`config.mk`:
```
export PLATFORM = sky130hd
export DESIGN_NAME = halfword_bridge
export DESIGN_NICKNAME = d
export VERILOG_FILES = /design/src/rtl/hwb_pkg.sv /design/src/rtl/hwb_sync.sv /design/src/rtl/hwb_wr_mux.sv /design/src/rtl/hwb_rd_merge.sv /design/src/rtl/halfword_bridge.sv
export SDC_FILE = /design/constraint.sdc
export NUM_CORES = 1
export LEC_CHECK = 0
export ABC_AREA = 1
export BUFFER_PORTS_ARGS = -buffer_cell sky130_fd_sc_hd__buf_2
export CORE_MARGIN = 5
export CORE_UTILIZATION = 52
export DETAILED_ROUTE_END_ITERATION = 6
export PLACE_DENSITY = 0.94
export SYNTH_ARGS = -nofsm -noshare
export SYNTH_HDL_FRONTEND = slang
export SYNTH_SLANG_ARGS = --single-unit
```
`constraint.sdc`:
```
create_clock -name clk -period 1.9 [get_ports clk]
set_input_delay 0.285 -clock clk [delete_from_list [all_inputs] [get_ports clk]]
set_output_delay 0.285 -clock clk [all_outputs]
set_load 0.02 [all_outputs]
```
`src/rtl/hwb_pkg.sv`:
```
package hwb_pkg;
    typedef enum logic {
        SEL_UPPER = 1'b0,
        SEL_LOWER = 1'b1
    } half_sel_e;

    typedef enum logic {
        SRC_XCVR  = 1'b0,
        SRC_LATCH = 1'b1
    } hi_src_e;
endpackage

```
`src/rtl/hwb_sync.sv`:
```
module hwb_sync #(
    parameter int WIDTH  = 1,
    parameter int STAGES = 2,
    parameter logic [WIDTH-1:0] RST_VAL = '1
) (
    input  logic             clk,
    input  logic             rst_n,
    input  logic [WIDTH-1:0] d_async,
    output logic [WIDTH-1:0] q_sync
);
    logic [WIDTH-1:0] chain_q [STAGES];

    for (genvar i = 0; i < STAGES; i++) begin : g_stage
        if (i == 0) begin : g_first
            always_ff @(posedge clk) begin
                if (!rst_n) chain_q[i] <= RST_VAL;
                else        chain_q[i] <= d_async;
            end
        end else begin : g_rest
            always_ff @(posedge clk) begin
                if (!rst_n) chain_q[i] <= RST_VAL;
                else        chain_q[i] <= chain_q[i-1];
            end
        end
    end

    assign q_sync = chain_q[STAGES-1];
endmodule

```
`src/rtl/hwb_wr_mux.sv`:
```
module hwb_wr_mux
    import hwb_pkg::*;
#(
    parameter int HW = 16,
    localparam int WW = 2 * HW
) (
    input  logic [WW-1:0] word,
    input  half_sel_e     sel,
    input  logic          en,
    output logic [HW-1:0] half
);
    always_comb begin
        half = '0;
        if (en) begin
            half = (sel == SEL_LOWER) ? word[HW-1:0] : word[WW-1:HW];
        end
    end
endmodule

```
`src/rtl/hwb_rd_merge.sv`:
```
module hwb_rd_merge
    import hwb_pkg::*;
#(
    parameter int HW = 16,
    localparam int WW = 2 * HW
) (
    input  hi_src_e       src,
    input  logic [HW-1:0] latched_hi,
    input  logic [HW-1:0] xcvr_hi,
    input  logic [HW-1:0] lower,
    output logic [WW-1:0] word
);
    always_comb begin
        word = {(src == SRC_LATCH) ? latched_hi : xcvr_hi, lower};
    end
endmodule

```
`src/rtl/halfword_bridge.sv`:
```
module halfword_bridge
    import hwb_pkg::*;
#(
    parameter int HW          = 16,
    parameter int SYNC_STAGES = 2,
    localparam int WW = 2 * HW
) (
    input  logic          clk,
    input  logic          rst_n,
    input  logic          cyc_start,
    input  logic          cyc_done,
    input  logic          wr_active,
    input  logic [WW-1:0] wr_word,
    input  logic          hsel_async,
    input  logic          hcap_n_async,
    input  logic [HW-1:0] bd_in,
    input  logic [HW-1:0] xcvr_hi,
    output logic [HW-1:0] bd_out,
    output logic          bd_oe,
    output logic [WW-1:0] rd_word,
    output logic          rd_valid
);
    typedef struct packed {
        logic [HW-1:0] bd_out;
        logic          bd_oe;
        logic          cap_prev;
        logic [HW-1:0] hi_hold;
        logic          captured;
        logic [WW-1:0] rd_word;
        logic          rd_valid;
    } state_t;

    localparam state_t RST_STATE = '{
        bd_out:   '0,
        bd_oe:    1'b0,
        cap_prev: 1'b1,
        hi_hold:  '0,
        captured: 1'b0,
        rd_word:  '0,
        rd_valid: 1'b0
    };

    state_t s_d, s_q;

    logic          sel_s;
    logic          cap_s;
    logic          cap_fall;
    logic [HW-1:0] mux_half;
    logic [WW-1:0] merged;
    hi_src_e       hi_src;

    hwb_sync #(.WIDTH(1), .STAGES(SYNC_STAGES), .RST_VAL(1'b1)) u_sel_sync (
        .clk     (clk),
        .rst_n   (rst_n),
        .d_async (hsel_async),
        .q_sync  (sel_s)
    );

    hwb_sync #(.WIDTH(1), .STAGES(SYNC_STAGES), .RST_VAL(1'b1)) u_cap_sync (
        .clk     (clk),
        .rst_n   (rst_n),
        .d_async (hcap_n_async),
        .q_sync  (cap_s)
    );

    hwb_wr_mux #(.HW(HW)) u_wr_mux (
        .word (wr_word),
        .sel  (half_sel_e'(sel_s)),
        .en   (wr_active),
        .half (mux_half)
    );

    assign hi_src = s_q.captured ? SRC_LATCH : SRC_XCVR;

    hwb_rd_merge #(.HW(HW)) u_rd_merge (
        .src        (hi_src),
        .latched_hi (s_q.hi_hold),
        .xcvr_hi    (xcvr_hi),
        .lower      (bd_in),
        .word       (merged)
    );

    assign cap_fall = s_q.cap_prev & ~cap_s;

    always_comb begin
        s_d          = s_q;
        s_d.cap_prev = cap_s;
        s_d.bd_oe    = wr_active;
        s_d.bd_out   = mux_half;
        s_d.rd_valid = cyc_done;
        if (cyc_start) begin
            s_d.captured = 1'b0;
        end
        if (cap_fall) begin
            s_d.hi_hold  = bd_in;
            s_d.captured = 1'b1;
        end
        if (cyc_done) begin
            s_d.rd_word = merged;
        end
    end

    always_ff @(posedge clk) begin
        if (!rst_n) s_q <= RST_STATE;
        else        s_q <= s_d;
    end

    assign bd_out   = s_q.bd_out;
    assign bd_oe    = s_q.bd_oe;
    assign rd_word  = s_q.rd_word;
    assign rd_valid = s_q.rd_valid;
endmodule

```
==> results of run 1 <==
-- per-layer routing --
| layer | GRT usage | part of all wire | vias to the layer above |
|---|---|---|---|
| met3 | 0.0442 | 0.059 | 14 |
| met5 | 0 | 0 | - |
| met4 | 0.0934 | 0.023 | 0 |
| li1 | - | - | 1414 |
| met1 | 0.227 | 0.41 | 1156 |
| met2 | 0.315 | 0.50 | 82 |
-- sequential cells by signal (all words and copies together), names as in the netlist --
signal	flops
rd_word	32
s_q	18
bd_out	16
u_cap_sync.chain_q	2
u_sel_sync.chain_q	2
bd_oe	1
rd_valid	1
-- cell usage in the layout, fill, tap and decap left out --
| cell | synthesis | routed |
|---|---|---|
| o21ai_0 | 32 | 32 |
| a21boi_0 | 1 | 1 |
| a21oi_1 | 32 | 32 |
| inv_2 | 3 | 3 |
| nand2_1 | 89 | 89 |
| bufinv_16 | 0 | 2 |
| buf_2 | 18 | 120 |
| buf_12 | 0 | 1 |
| nor2_4 | 1 | 1 |
| nand3_1 | 16 | 16 |
| buf_4 | 51 | 3 |
| dfxtp_1 | 72 | 72 |
| clkinv_2 | 0 | 1 |
| clkbuf_8 | 0 | 11 |
| nor2_1 | 80 | 80 |
| inv_1 | 39 | 39 |
| clkbuf_1 | 1 | 1 |
-- cells by family after synthesis --
group / share of synthesized area
and+or+nand+nor: 0.230
buffers and inverters: 0.208
DFF: 0.458
AOI/OAI and AO/OA: 0.104
-- power by group --
part	switching, mW	internal (mW)	leakage, nW
clock	0.521	0.802	0.112
combinational	0.268	0.171	1.24
sequential	0.0431	1.60	0.595
total	0.832	2.57	1.95
-- worst reg2reg max path, stage by stage, from the launching register on --
cell	delay [ns]
dfxtp_1	0.70
inv_2	0.27
nand2_1	0.14
a21oi_1	0.07
-- cell type report --
type	instances	area share
clock buffer	12	0.0430
clock inverter	3	0.0180
inverter	42	0.0437
multi-input combinational	251	0.292
sequential	72	0.399
tap	75	0.0260
timing repair buffer	124	0.178
-- per-stage QoR --
| stage | power [mW] | utilization | area [um2] |
|---|---|---|---|
| after CTS | 3.44 | 0.610 | 3610 |
| after floorplan | 2.03 | - | 3150 |
| final | 3.40 | 0.610 | 3610 |
| after detailed placement | 2.12 | 0.572 | 3390 |
| after global placement | 2.10 | 0.572 | 3390 |
| after global routing | 3.58 | 0.610 | 3610 |
-- path summary, 6_finish.rpt --
path,from,endpoint,slack (ns),cells past startpoint
max,u_sel_sync.chain_q[1],bd_out[4],0.60,3
min,hsel_async,u_sel_sync.chain_q[0],0.12,3
max reg2reg,u_sel_sync.chain_q[1],bd_out[4],0.60,3
min reg2reg,u_cap_sync.chain_q[0],u_cap_sync.chain_q[1],0.41,2
==> impl_metrics.py, run 1 <==
metrics = {
    "global_route": {
        "grt-ovfl-total": 0,
        "track_usage": 0.189,
        "grt_pass1_wl_mm": 11.5,
        "grt_max_degree": 66,
        "antenna_found_initial": 0,
        "grt_pass1_vias": 2584,
    },
    "detailed_routing": {
        "drt_iter0_drc": 101,
        "vias": 2666,
        "wire_per_inst_um": 11.9,
        "routed_wl_mm": 6.88,
        "drcViolationCount": 0,
        "vias_per_cell": 4.60,
        "first_pass_iters": 4,
        "drtAntennaViolNets": 0,
    },
    "logic_synthesis": {
        "ys_seq_elements": 72,
        "synth_area_mm2": 0.00315,
        "synth-main-ff-cell": "dfxtp_1",
        "synth_most_common_cell": "nand2_1",
        "yosysWarnings": 0,
        "synth.distinct_cells": 15,
        "seq_area_frac_synth": 0.458,
        "synth_top_area_share": 0.458,
        "syn_nets": 509,
        "synth-edff-count": 0,
        "synthTopCellsByCount": "nand2_1, nor2_1, dfxtp_1",
        "synth_area_leader_cell": "dfxtp_1",
        "synthTopCellsByArea": "dfxtp_1, buf_4, nand2_1, nor2_1, a21oi_1",
        "netlist_instances": 438,
        "synth.avg_cell_area_um2": 7.19,
        "postSynth.asyncResetShare": 0,
    },
    "timing": {
        "setup_viol": 0,
        "rsz0062_at_grt": "no",
        "finClkSkew_ns": 0.00373,
        "whs_ns": 0.116,
        "tightestPinTransition_ns": 0.591,
        "fin_crit_sh": 0.683,
        "timing.setup.tns_ns": 0,
        "max_freq_mhz": 771,
        "setup_ws_ns": 0.603,
        "min_period_ns": 1.30,
        "drv_slew": 0,
        "slew_headroom": 0.605,
        "hold_viol": 0,
    },
    "placed_design": {
        "dp_hpwl_mm": 5.09,
        "dpl.cell_count": 564,
        "place_congestion": 0.821,
        "port_buffers": 120,
        "pre_cts_ws_ns": 0.601,
    },
    "cts": {
        "cts_buffers": 9,
        "cts_tree": "built",
        "ctsHoldBuffers": 0,
        "h-tree-depth": 3,
        "clk_path_buf_depth": 2,
        "cts-root-buf": "clkbuf_8",
        "ctsResizeCount": 0,
        "clk_latency_ns": 0.33,
        "cts_setup_buffers": 0,
        "path_clk_slew_ns": 0.07,
        "cts_sinks": 72,
    },
    "setup_path": {
        "worst_ep_required_time_ns": 2.10,
        "cp_slowest_stage_delay_ns": 0.70,
        "cp-end-kind": "register",
        "worstPathCellList": "inv_2 -> nand2_1 -> a21oi_1",
        "crit_path_top_delay_cell": "dfxtp_1",
        "arrival_ns": 1.50,
        "worst-path-buf-inv": 1,
        "critPathLaunchType": "register",
        "crit_family": "flip-flops",
        "crit_path_max_fanout": 17,
        "critPathKind": "register to register",
    },
    "run": {
        "maxCapViolCount": 0,
    },
    "pwr": {
        "p_per_area_mw_per_mm2": 943,
        "ir_worst_vdd_uv": 592,
        "leakagePower_nw": 1.95,
    },
    "layout": {
        "fin_nets": 571,
        "fill_cells": 548,
        "multiInputGateArea_mm2": 0.00105,
        "seq_area_mm2": 0.00144,
        "diodes": 0,
        "fin_cells": 579,
        "final_layout_size_suffix_gt1_frac": 0.282,
        "area_growth_pct": 14.6,
    },
    "die": {
        "die_area_mm2": 0.00771,
        "coreArea_mm2": 0.00592,
        "dieWidth_um": 87.8,
        "row_count": 28,
        "ios": 121,
        "dieHeight_um": 87.8,
        "initial_core_util": 0.532,
    },
    "hold_path": {
        "hp-class": "primary input to register",
    },
    "outcome": {
        "status": "finished, final reports clean",
    },
}
(Power assumes the default switching activity.)
==> run 2: changes to the inputs <==
--- a/config.mk
+++ b/config.mk
@@ -8,9 +8,9 @@
 export ABC_AREA = 1
 export BUFFER_PORTS_ARGS = -buffer_cell sky130_fd_sc_hd__buf_2
 export CORE_MARGIN = 5
-export CORE_UTILIZATION = 52
+export CORE_UTILIZATION = 49
 export DETAILED_ROUTE_END_ITERATION = 6
-export PLACE_DENSITY = 0.94
+export PLACE_DENSITY = 0.9
 export SYNTH_ARGS = -nofsm -noshare
 export SYNTH_HDL_FRONTEND = slang
 export SYNTH_SLANG_ARGS = --single-unit
==> constraint.sdc (replaced) <==
create_clock -name clk -period 1.28 [get_ports clk]
set_input_delay 0.192 -clock clk [delete_from_list [all_inputs] [get_ports clk]]
set_output_delay 0.192 -clock clk [all_outputs]
set_load 0.02 [all_outputs]
==> run 2 against run 1 <==
Effect of this change:
- worst setup slack worse by 0.38 ns
- global-route usage is 1.5 points lower
- via count is 2.1% higher
- critical path depth is 2 lower
- largest cell class unchanged
- largest power group unchanged
==> impl_metrics.py, run 2 (synthesis gave the netlist of run 1 again) <==
metrics = {
    "detailed_routing": {
        "wire_per_inst_um": 12.3,
        "drcViolationCount": 0,
        "drtAntennaViolNets": 0,
        "first_pass_iters": 6,
        "drt_iter0_drc": 101,
        "vias_per_cell": 4.67,
        "vias": 2722,
        "routed_wl_mm": 7.15,
    },
    "pwr": {
        "combPwrFrac": 0.133,
        "swShare": 0.260,
        "p_per_area_mw_per_mm2": 1390,
        "p_int_mw": 3.72,
        "p_seq_frac": 0.481,
        "ir_worst_vdd_uv": 980,
        "p_total_mw": 5.03,
        "leakagePower_nw": 1.96,
        "clockPowerShare": 0.385,
        "switchingPower_mw": 1.31,
    },
    "timing": {
        "slew_headroom": 0.647,
        "max_freq_mhz": 945,
        "setup_ws_ns": 0.222,
        "hold_viol": 0,
        "rsz0062_at_grt": "no",
        "min_period_ns": 1.06,
        "drv_slew": 0,
        "setup_viol": 0,
        "fin_crit_sh": 0.826,
        "finClkSkew_ns": 0.00933,
        "timing.setup.tns_ns": 0,
        "tightestPinTransition_ns": 0.528,
    },
    "cts": {
        "ctsResizeCount": 0,
        "clk_latency_ns": 0.34,
        "path_clk_slew_ns": 0.08,
        "cts_sinks": 72,
        "clk_path_buf_depth": 2,
        "ctsHoldBuffers": 0,
        "cts_buffers": 9,
        "cts_tree": "built",
        "cts_setup_buffers": 0,
        "cts-root-buf": "clkbuf_8",
        "h-tree-depth": 3,
    },
    "setup_path": {
        "crit_path_top_delay_cell": "dfxtp_1",
        "critPathLaunchType": "register",
        "crit_cells": 1,
        "rrSetupSlack_ns": 0.35,
        "arrival_ns": 0.87,
        "worstRegToRegCells": 4,
        "crit_end": "rd_word[29]",
        "crit_family": "flip-flops",
        "worst-path-buf-inv": 1,
        "cp_slowest_stage_delay_ns": 0.36,
        "crit_path_max_fanout": 2,
        "reg2reg_from": "u_cap_sync.chain_q[1]",
        "r2r_end": "s_q[38]",
        "cp-end-kind": "output pin",
        "critPathKind": "register to output pin",
        "startpoint": "rd_word[29]",
        "worstPathCellList": "buf_2",
        "worst_ep_required_time_ns": 1.09,
    },
    "global_route": {
        "track_usage": 0.174,
        "grt-ovfl-total": 0,
        "grt_pass1_vias": 2619,
        "grt_pass1_wl_mm": 11.9,
        "antenna_found_initial": 0,
        "grt_max_degree": 66,
    },
    "layout": {
        "diodes": 0,
        "seq_area_mm2": 0.00144,
        "final_layout_size_suffix_gt1_frac": 0.285,
        "mostFrequentLayoutCell": "buf_2",
        "fin_cells": 583,
        "mostFrequentLayoutCells": "buf_2, nand2_1, nor2_1",
        "multiInputGateArea_mm2": 0.00105,
        "largest_reg_flops": 32,
        "area_growth_pct": 15.2,
        "fill_cells": 602,
        "fin_nets": 573,
        "fin_area_mm2": 0.00363,
    },
    "placed_design": {
        "dp_hpwl_mm": 4.96,
        "port_buffers": 120,
        "place_area_mm2": 0.00342,
        "place_congestion": 0.835,
        "pre_cts_ws_ns": 0.297,
        "dpl.cell_count": 568,
    },
    "die": {
        "dieWidth_um": 90.2,
        "initial_core_util": 0.499,
        "row_count": 29,
        "die_area_mm2": 0.00813,
        "dieHeight_um": 90.2,
        "ios": 121,
        "coreArea_mm2": 0.00631,
    },
    "run": {
        "maxCapViolCount": 0,
    },
    "outcome": {
        "status": "finished, final reports clean",
    },
    "hold_path": {
        "hp-class": "primary input to register",
    },
}
[run 2: cell count changes in the layout (fill, tap and decap cells not counted)]
cell and delta:
clkbuf_8 -2, clkinv_4 +2, buf_12 +1, buf_4 +1
[run 2: power groups by stage]
stage | combinational [mW] | clock (mW) | sequential, mW
after floorplan | 0.543 | 0 | 2.47
after global placement | 0.655 | 0 | 2.47
after detailed placement | 0.674 | 0 | 2.47
after CTS | 0.678 | 1.97 | 2.42
after global routing | 0.754 | 2.08 | 2.44
final | 0.672 | 1.94 | 2.42
[run 2: through the flow]
stage,utilization,hold WS [ns]
2_1_floorplan,-,0.277
3_3_place_gp,0.542,0.363
3_5_place_dp,0.542,0.369
4_1_cts,0.575,0.0111
5_1_grt,0.575,0.0423
6_report,0.575,0.0179
[run 2: worst min-delay path by stage]
stage | slack, ns | start | endpoint | cells after the start
after CTS | 0.01 | hsel_async | u_sel_sync.chain_q[0] | 3
after global routing | 0.04 | hsel_async | u_sel_sync.chain_q[0] | 3
after floorplan | 0.28 | hcap_n_async | u_cap_sync.chain_q[0] | 2
final | 0.02 | hsel_async | u_sel_sync.chain_q[0] | 3
after global placement | 0.36 | hsel_async | u_sel_sync.chain_q[0] | 3
after detailed placement | 0.37 | hsel_async | u_sel_sync.chain_q[0] | 3
[run 2: cell type report]
cell class	instances	share of cell area
Timing Repair Buffer	126	0.185
Tap cell	77	0.0265
Sequential cell	72	0.397
Inverter	42	0.0434
Multi-Input combinational cell	251	0.290
Clock inverter	5	0.0228
Clock buffer	10	0.0352
[run 2: per-layer routing]
layer / part of all wire / track usage
met5: 0 / 0
met4: 0.016 / 0.0744
met3: 0.043 / 0.0334
met2: 0.52 / 0.304
met1: 0.42 / 0.207
==> run 3: changes to the inputs <==
--- a/config.mk
+++ b/config.mk
@@ -5,12 +5,12 @@
 export SDC_FILE = /design/constraint.sdc
 export NUM_CORES = 1
 export LEC_CHECK = 0
-export ABC_AREA = 1
+export ABC_AREA = 0
 export BUFFER_PORTS_ARGS = -buffer_cell sky130_fd_sc_hd__buf_2
 export CORE_MARGIN = 5
-export CORE_UTILIZATION = 49
+export CORE_UTILIZATION = 44
 export DETAILED_ROUTE_END_ITERATION = 6
-export PLACE_DENSITY = 0.9
+export PLACE_DENSITY = 0.86
 export SYNTH_ARGS = -nofsm -noshare
 export SYNTH_HDL_FRONTEND = slang
 export SYNTH_SLANG_ARGS = --single-unit
==> constraint.sdc (replaced) <==
create_clock -name clk -period 0.9 [get_ports clk]
set_input_delay 0.135 -clock clk [delete_from_list [all_inputs] [get_ports clk]]
set_output_delay 0.135 -clock clk [all_outputs]
set_load 0.02 [all_outputs]
==> run 3 against run 2 <==
Effect of this change:
- routed wire length up 4.4%
- design area up 18%
- critical path depth increased by 2
- non-clock buffer count up 10
- worst hold slack gained 0.011 ns
- clock-buffer cell count rose by 1
- clock power is 28% higher
- the run now ends with setup timing left
- register-to-register slack got worse by 0.41 ns
- critical endpoint is now rd_word[24]
- largest cell class unchanged
- sequential share of layout area fell by 4.2 points
- clock skew decreased by 0.0037 ns
- critical path type is now register to register
==> impl_metrics.py, run 3 <==
metrics = {
    "outcome": {
        "status": "finished with violations",
        "violations": "setup timing",
    },
    "logic_synthesis": {
        "synth.distinct_cells": 19,
        "synth.avg_cell_area_um2": 10.1,
        "synthTopCellsByArea": "dfxtp_1, mux2i_1, buf_4, a21boi_2, nor2b_1",
        "synth_area_leader_cell": "dfxtp_1",
        "ys_seq_elements": 72,
        "postSynth.asyncResetShare": 0,
        "synth-main-ff-cell": "dfxtp_1",
        "synthTopCellsByCount": "dfxtp_1, buf_4, mux2i_1",
        "seq_area_frac_synth": 0.459,
        "synth-edff-count": 0,
        "netlist_instances": 312,
        "syn_nets": 383,
        "synth_most_common_cell": "dfxtp_1",
        "synth_area_mm2": 0.00314,
        "synth_top_area_share": 0.459,
        "yosysWarnings": 0,
    },
    "placed_design": {
        "place_area_mm2": 0.00347,
        "place_congestion": 0.828,
        "port_buffers": 120,
        "pre_cts_ws_ns": -0.0613,
        "dp_hpwl_mm": 5.13,
    },
    "timing": {
        "setup_viol": 79,
        "hold_viol": 0,
        "drv_slew": 0,
        "rsz0062_at_grt": "yes",
        "max_freq_mhz": 1040,
        "setup_ws_ns": -0.0620,
        "slew_headroom": 0.806,
        "fin_crit_sh": 1.07,
        "finClkSkew_ns": 0.00568,
        "min_period_ns": 0.962,
        "tightestPinTransition_ns": 0.290,
        "whs_ns": 0.0291,
    },
    "cts": {
        "cts_tree": "built",
        "clk_latency_ns": 0.34,
        "cts-root-buf": "clkbuf_8",
        "h-tree-depth": 3,
        "path_clk_slew_ns": 0.08,
        "cts_buffers": 9,
        "cts_sinks": 72,
        "clk_path_buf_depth": 2,
    },
    "setup_path": {
        "arrival_ns": 1.18,
        "crit_end": "rd_word[24]",
        "worst_ep_required_time_ns": 1.12,
        "reg2reg_from": "s_q[33]",
        "critPathLaunchType": "register",
        "rrSetupSlack_ns": -0.06,
        "cp-end-kind": "register",
        "worstRegToRegCells": 3,
        "startpoint": "s_q[33]",
        "r2r_end": "rd_word[24]",
        "critPathKind": "register to register",
        "crit_path_max_fanout": 7,
    },
    "detailed_routing": {
        "wire_per_inst_um": 15.2,
        "first_pass_iters": 4,
        "routed_wl_mm": 7.46,
        "drtAntennaViolNets": 0,
        "drt_iter0_drc": 79,
        "vias": 2293,
        "vias_per_cell": 4.67,
        "drcViolationCount": 0,
    },
    "global_route": {
        "antenna_found_initial": 0,
        "grt_pass1_vias": 2434,
        "grt-ovfl-total": 0,
        "grt_max_degree": 56,
        "grt_pass1_wl_mm": 11.4,
        "track_usage": 0.165,
    },
    "layout": {
        "mostFrequentLayoutCell": "buf_2",
        "area_growth_pct": 36.0,
        "final_layout_size_suffix_gt1_frac": 0.613,
        "mostFrequentLayoutCells": "buf_2, dfxtp_2, buf_6",
        "utilization": 0.621,
        "fin_area_mm2": 0.00427,
        "fin_nets": 462,
        "largest_reg_flops": 32,
        "diodes": 0,
    },
    "run": {
        "maxCapViolCount": 0,
    },
    "pwr": {
        "p_per_area_mw_per_mm2": 1670,
        "leakagePower_nw": 1.95,
        "ir_worst_vdd_uv": 824,
    },
    "hold_path": {
        "hp-class": "primary input to register",
    },
    "die": {
        "ios": 121,
        "coreArea_mm2": 0.00687,
        "die_area_mm2": 0.00892,
        "dieHeight_um": 94.5,
        "dieWidth_um": 94.5,
        "initial_core_util": 0.457,
        "row_count": 30,
    },
}
## run 3: cell count changes in the layout (fill, tap and decap cells not counted), moves of 38 or more
cell,previous run,this run
buf_2,120,70
inv_1,39,1
nor2_1,80,16
dfxtp_2,0,52
nand2_1,89,10
mux2i_1,0,45
buf_6,0,52
dfxtp_1,72,18
## run 3: cell families after synthesis
group | after synthesis | share of synthesized area
simple gates | 74 | 0.116
mux | 48 | 0.153
buf+inv | 69 | 0.168
compound gates | 49 | 0.104
flops | 72 | 0.459
## run 3: report_power, final
| part | leakage [nW] | internal [mW] | switching (mW) | total, mW |
|---|---|---|---|---|
| clock | 0.0989 | 1.33 | 1.15 | 2.48 |
| combinational | 1.25 | 0.630 | 0.543 | 1.17 |
| sequential | 0.610 | 3.38 | 0.114 | 3.49 |
## run 3: layout make-up
| class | count | area (um2) |
|---|---|---|
| multi-input combinational | 171 | 1270 |
| clock buffer | 11 | 141 |
| timing repair buffer | 136 | 1180 |
| fill | 546 | 2600 |
| inverter | 1 | 3.75 |
| sequential | 72 | 1510 |
| clock inverter | 4 | 45.0 |
| tap | 96 | 120 |
## run 3: stage by stage
stage	setup TNS (ns)	total power [mW]	std cells
final	-1.63	7.14	491
after global routing	-5.04	7.45	491
after CTS	-2.11	7.14	489
after detailed placement	-0.176	4.44	468
after global placement	-0.00149	4.41	468
after floorplan	-0.409	4.23	312
## run 3: worst min-delay path by stage
stage / depth (start not counted) / slack, ns / endpoint / start
after floorplan: 1 / 0.24 / u_cap_sync.chain_q[0] / hcap_n_async
after global placement: 2 / 0.31 / u_sel_sync.chain_q[0] / hsel_async
after detailed placement: 2 / 0.32 / u_sel_sync.chain_q[0] / hsel_async
after CTS: 3 / 0.02 / bd_out[8] / wr_word[24]
after global routing: 3 / 0.02 / bd_out[14] / wr_word[30]
final: 3 / 0.03 / bd_out[0] / wr_word[16]
## run 3: per-layer routing
layer	GRT usage	up-vias	share of wire	routed length [um]
li1	-	1138	-	-
met1	0.182	1071	0.39	2930
met4	0.0817	0	0.029	218
met3	0.0446	16	0.044	327
met2	0.292	68	0.53	3990
met5	0	-	0	0
## run 3: repair_timing
item / in CTS / in global routing
hold buffers: 2 / 0
hold endpoints to repair: 2 / 0
resized for setup: 167 / 18
setup buffers: 2 / 0
cloned: 2 / 2
endpoints found under the setup margin: 77 / 96
pin swaps: 14 / 18
## run 3: worst max-delay path, cell delays in order, from the launching register on
cell,delay (ns)
dfxtp_4,0.38
buf_12,0.13
mux2i_2,0.23
a21oi_1,0.10
